==> src/rtl/dma_prio_arbiter.sv <==
module dma_prio_arbiter #(
  parameter int NCH = 12,
  parameter int LW  = 2
) (
  input  logic              clk,
  input  logic              rst_n,
  input  logic [NCH-1:0]    req,
  input  logic [NCH*LW-1:0] level,
  input  logic              blk_done,
  output logic [NCH-1:0]    grant,
  output logic              grant_vld
);

  logic [NCH-1:0] excl_q;
  logic [NCH-1:0] skip, cand, win;
  logic           arb_now;

  assign arb_now = grant_vld ? blk_done : 1'b1;
  assign skip    = grant_vld ? grant : excl_q;

  always_comb begin
    logic [LW-1:0] best_lv;
    logic          found;
    cand = req & ~skip;
    if (cand == '0) cand = req;
    win     = '0;
    best_lv = '0;
    found   = 1'b0;
    for (int i = 0; i < NCH; i++) begin
      if (cand[i] && (!found || level[i*LW +: LW] > best_lv)) begin
        win     = '0;
        win[i]  = 1'b1;
        best_lv = level[i*LW +: LW];
        found   = 1'b1;
      end
    end
  end

  always_ff @(posedge clk) begin
    if (!rst_n) begin
      grant     <= '0;
      grant_vld <= 1'b0;
      excl_q    <= '0;
    end else if (arb_now) begin
      if (grant_vld) excl_q <= grant;
      if (grant_vld || req != '0) begin
        grant     <= win;
        grant_vld <= |req;
      end
    end
  end

  p_onehot_r2: assert property (@(posedge clk) disable iff (!rst_n)
    $onehot0(grant) && (grant_vld == (grant != '0)));

  p_hold_r6: assert property (@(posedge clk) disable iff (!rst_n)
    grant_vld && !blk_done |=> grant_vld && $stable(grant));

  p_start_r5: assert property (@(posedge clk) disable iff (!rst_n)
    !grant_vld && req != '0 |=> grant_vld);

  p_skip_last_r8: assert property (@(posedge clk) disable iff (!rst_n)
    grant_vld && blk_done && (req & ~grant) != '0 |=> (grant & $past(grant)) == '0);

  p_regrant_r9: assert property (@(posedge clk) disable iff (!rst_n)
    grant_vld && blk_done && req == grant |=> grant == $past(grant));

  p_idle_done_r10: assert property (@(posedge clk) disable iff (!rst_n)
    !grant_vld && blk_done && req == '0 |=> !grant_vld);

endmodule

==> config.mk <==
export PLATFORM = sky130hd
export DESIGN_NAME = dma_prio_arbiter
export DESIGN_NICKNAME = d
export VERILOG_FILES = /design/src/rtl/dma_prio_arbiter.sv
export SDC_FILE = /design/constraint.sdc
export NUM_CORES = 1
export LEC_CHECK = 0
export ABC_AREA = 1
export CORE_MARGIN = 8
export CORE_UTILIZATION = 47
export CTS_CLUSTER_SIZE = 40
export DETAILED_ROUTE_END_ITERATION = 10
export GPL_TIMING_DRIVEN = 0
export PLACE_DENSITY = 0.77
export SLEW_MARGIN = 20
export SYNTH_ARGS = -nofsm -noshare
export SYNTH_HDL_FRONTEND = slang
export SYNTH_SLANG_ARGS = --single-unit
==> constraint.sdc <==
create_clock -name clk -period 15.3 [get_ports clk]
set_clock_uncertainty 0.15 [all_clocks]
set_input_delay 3.825 -clock clk [delete_from_list [all_inputs] [get_ports clk]]
set_output_delay 3.825 -clock clk [all_outputs]
set_load 0.005 [all_outputs]
==> results.yml <==
status:
  status: "finished clean"
setup_path:
  end_kind: "flop"
  critPathMaxFanout: 5
  startpoint_type: "input pin"
  crit_path_max_incr_delay_ns: 0.30
  path_common_cell: "sky130_fd_sc_hd__nand2_2"
  critical_path.slowest_cell: "sky130_fd_sc_hd__ha_1"
  timing.critical_path.arrival_ns: 14.98
  critical_path_required_ns: 15.36
  worstSetupPathType: "input pin to flop"
pwr:
  power.net_switching_mw: 0.230
  report.power.total_mw: 0.487
  static-leakage-power_nw: 1.76
  internal-power_mw: 0.257
  pwr-share-comb_pct: 75.2
  power-per-cell-area_nw_per_um2: 131
  peakVddDrop_mv: 0.0653
  switching_share_of_total_power_pct: 47.2
  p_clk_share_pct: 8.5
  power.sequential.fraction_pct: 16.2
timing:
  setup_slack_ns: 0.384
  tightest_slew_ns: 0.760
  hold_viol: 0
  finalCriticalPeriod_ns: 14.92
  setup_viol: 0
  max_slew_headroom_pct: 48.8
  maxClockFrequency_mhz: 67.0
  final_min_period_over_clock_period_pct: 97.5
  drv_slew: 0
synthesis:
  ys_top_cells_by_area: "sky130_fd_sc_hd__dfxtp_1 20%, sky130_fd_sc_hd__nand2_1 14%, sky130_fd_sc_hd__inv_1 9.3%"
  yosysWarnings: 0
  syn-cell-area_um2: 2470
  top_cell_type_s_share_of_synthesized_area_pct: 20.3
  post_synth_inst_count: 394
  yosysTopAreaCell: "sky130_fd_sc_hd__dfxtp_1"
  syn_nets: 451
  ff_latch_count_synth: 25
  synth_cell_type_count: 31
  syn-mean-instance-area_um2: 6.27
  sequential_fraction_of_the_synthesis_area_pct: 20.3
clock_tree:
  ctsHtreeMaxLevel: 1
  cts.root.buffer_cell: "sky130_fd_sc_hd__clkbuf_8"
  number_of_clock_buffers_inserted_by_tritoncts: 3
  ctsHoldBuffers: 0
  worstSkewPairLatency_ns: 0.28
  tritoncts_clock_tree: "built"
  cts_max_path_buffers: 2
  clock-sinks: 25
  path_clk_slew_ns: 0.10
routing:
  drc: 0
  via_per_inst: 5.36
  wl_per_cell_um: 14.6
  route.antenna.remaining_nets: 0
  initialDrtViolationCount: 192
  number_of_vias_in_the_routed_layout: 2932
  dr.pass1.iters: 4
  route.final.wire_length_um: 7970
placement:
  dp_slack_ns: -1.32
  dp_hpwl_um: 5460
  routabilityCongestion: 0.880
  placement.io_buffers: 51
floorplanning:
  die_h_um: 88.5
  start_util_pct: 48.7
  floorplan.io_pins: 52
  die-area_um2: 7830
  dieWidth_um: 88.5
  design.core.area_um2: 5070
  placementRows: 26
finish:
  final_common_cell: "sky130_fd_sc_hd__nand2_1"
  antenna-diode-count: 0
  final_nets: 535
  area.growth.synth_to_final_pct: 50.6
  drive_gt1_share_pct: 35.2
  layout_common_cells: "73 x sky130_fd_sc_hd__nand2_1, 58 x sky130_fd_sc_hd__inv_1, 39 x sky130_fd_sc_hd__clkdlybuf4s50_1, 33 x sky130_fd_sc_hd__nand2_2, 28 x sky130_fd_sc_hd__buf_4"
  final_core_utilization_pct: 73.3
global_route:
  antenna_found_initial: 0
  overflow: 0
  groute.usage.overall_pct: 17.6
  maximum_number_of_pins_on_one_net_before_global_route_repair: 16
  vias_in_the_first_global_route: 2701
  grt_first_pass_wirelength_um: 11400
run:
  drv_cap: 0
min_path:
  timing.hold.worst.class: "flop to flop"
## per-layer routing
metal  up-vias  GRT usage, %  routed length (um)
met5         -             0                   0
met4         0          3.53                 167
met3        18          3.81                 434
met2        82          31.7                4160
met1      1391          20.7                3200
li1       1441             -                   -
## cell usage after synthesis
| cell | n |
|---|---|
| sky130_fd_sc_hd__nand2_1 | 93 |
| sky130_fd_sc_hd__inv_1 | 61 |
| sky130_fd_sc_hd__nand3_1 | 38 |
| sky130_fd_sc_hd__o21ai_0 | 33 |
| sky130_fd_sc_hd__dfxtp_1 | 25 |
| sky130_fd_sc_hd__nor2_1 | 20 |
| sky130_fd_sc_hd__nand2_2 | 19 |
| sky130_fd_sc_hd__a21oi_1 | 18 |
| sky130_fd_sc_hd__ha_1 | 18 |
| sky130_fd_sc_hd__nand2_4 | 9 |
| sky130_fd_sc_hd__nand3_2 | 7 |
| sky130_fd_sc_hd__nor3_1 | 7 |
| sky130_fd_sc_hd__o21ai_1 | 7 |
| sky130_fd_sc_hd__a31oi_1 | 6 |
| sky130_fd_sc_hd__inv_2 | 4 |
| sky130_fd_sc_hd__and2_1 | 3 |
| sky130_fd_sc_hd__clkbuf_1 | 3 |
| sky130_fd_sc_hd__nor2_2 | 3 |
| sky130_fd_sc_hd__nor4_1 | 3 |
| sky130_fd_sc_hd__buf_6 | 2 |
| sky130_fd_sc_hd__dlygate4sd3_1 | 2 |
| sky130_fd_sc_hd__nand3b_1 | 2 |
| sky130_fd_sc_hd__nor2_4 | 2 |
| sky130_fd_sc_hd__or2_2 | 2 |
| sky130_fd_sc_hd__buf_12 | 1 |
| sky130_fd_sc_hd__inv_4 | 1 |
| sky130_fd_sc_hd__nand3_4 | 1 |
| sky130_fd_sc_hd__nand4_1 | 1 |
| sky130_fd_sc_hd__o21ai_2 | 1 |
| sky130_fd_sc_hd__o22ai_1 | 1 |
| sky130_fd_sc_hd__o31ai_1 | 1 |
## metrics by stage
stage	cells	setup TNS (ns)	cell area, um2	hold slack [ns]
after floorplan	394	0	2470	0.322
after global placement	515	-11.13	3070	0.331
after detailed placement	515	-14.18	3070	0.337
after CTS	528	0	3260	0.351
after global routing	547	-2.73	3720	0.376
final	547	0	3720	0.358
## logic make-up after synthesis
| family | after synthesis | synth area share (%) |
|---|---|---|
| flops | 25 | 20.3 |
| compound gates | 67 | 14.2 |
| simple gates | 210 | 43.3 |
| fa+ha+maj | 18 | 9.12 |
| buf+inv | 74 | 13.1 |
## worst paths after layout
path              from        to  slack [ns]  cells past startpoint
min reg2reg   grant[8]  grant[8]        0.36                      2
min           grant[8]  grant[8]        0.36                      2
max reg2reg  grant_vld  grant[1]        3.28                     94
max            req[11]  grant[1]        0.38                     93
## registers in the layout, indices dropped and copies added, names as in the netlist
register	flops
grant	12
grant_vld	1
excl_q	12
## power by group through the flow
stage	logic [mW]	registers, mW	clock network (mW)
after global routing	0.402	0.0797	0.0440
after detailed placement	0.233	0.0803	0
final	0.367	0.0792	0.0416
after floorplan	0.177	0.0790	0
after global placement	0.225	0.0804	0
after CTS	0.262	0.0788	0.0411
## timing repair
| item | 4_1_cts | 5_1_grt |
|---|---|---|
| pin swaps | 24 | 69 |
| setup buffers | 9 | 19 |
| resized for setup | 42 | 97 |
| endpoints found under the setup margin | 12 | 12 |
## worst max-delay path: cells and delay by family
family / cells / cell delay, ns
and+or+nand+nor: 52 / 5.37
adders and majority gates: 11 / 2.75
AOI/OAI and AO/OA: 17 / 2.24
buffers and inverters: 13 / 0.73
## layout make-up
class,instances,area [um2]
multi-input combinational,295,2090
fill,412,1360
timing repair buffer,79,661
sequential,25,500
inverter,66,253
tap,70,87.6
buffer,8,73.8
clock buffer,3,41.3
clock inverter,1,7.51
(Power assumes the default switching activity.)
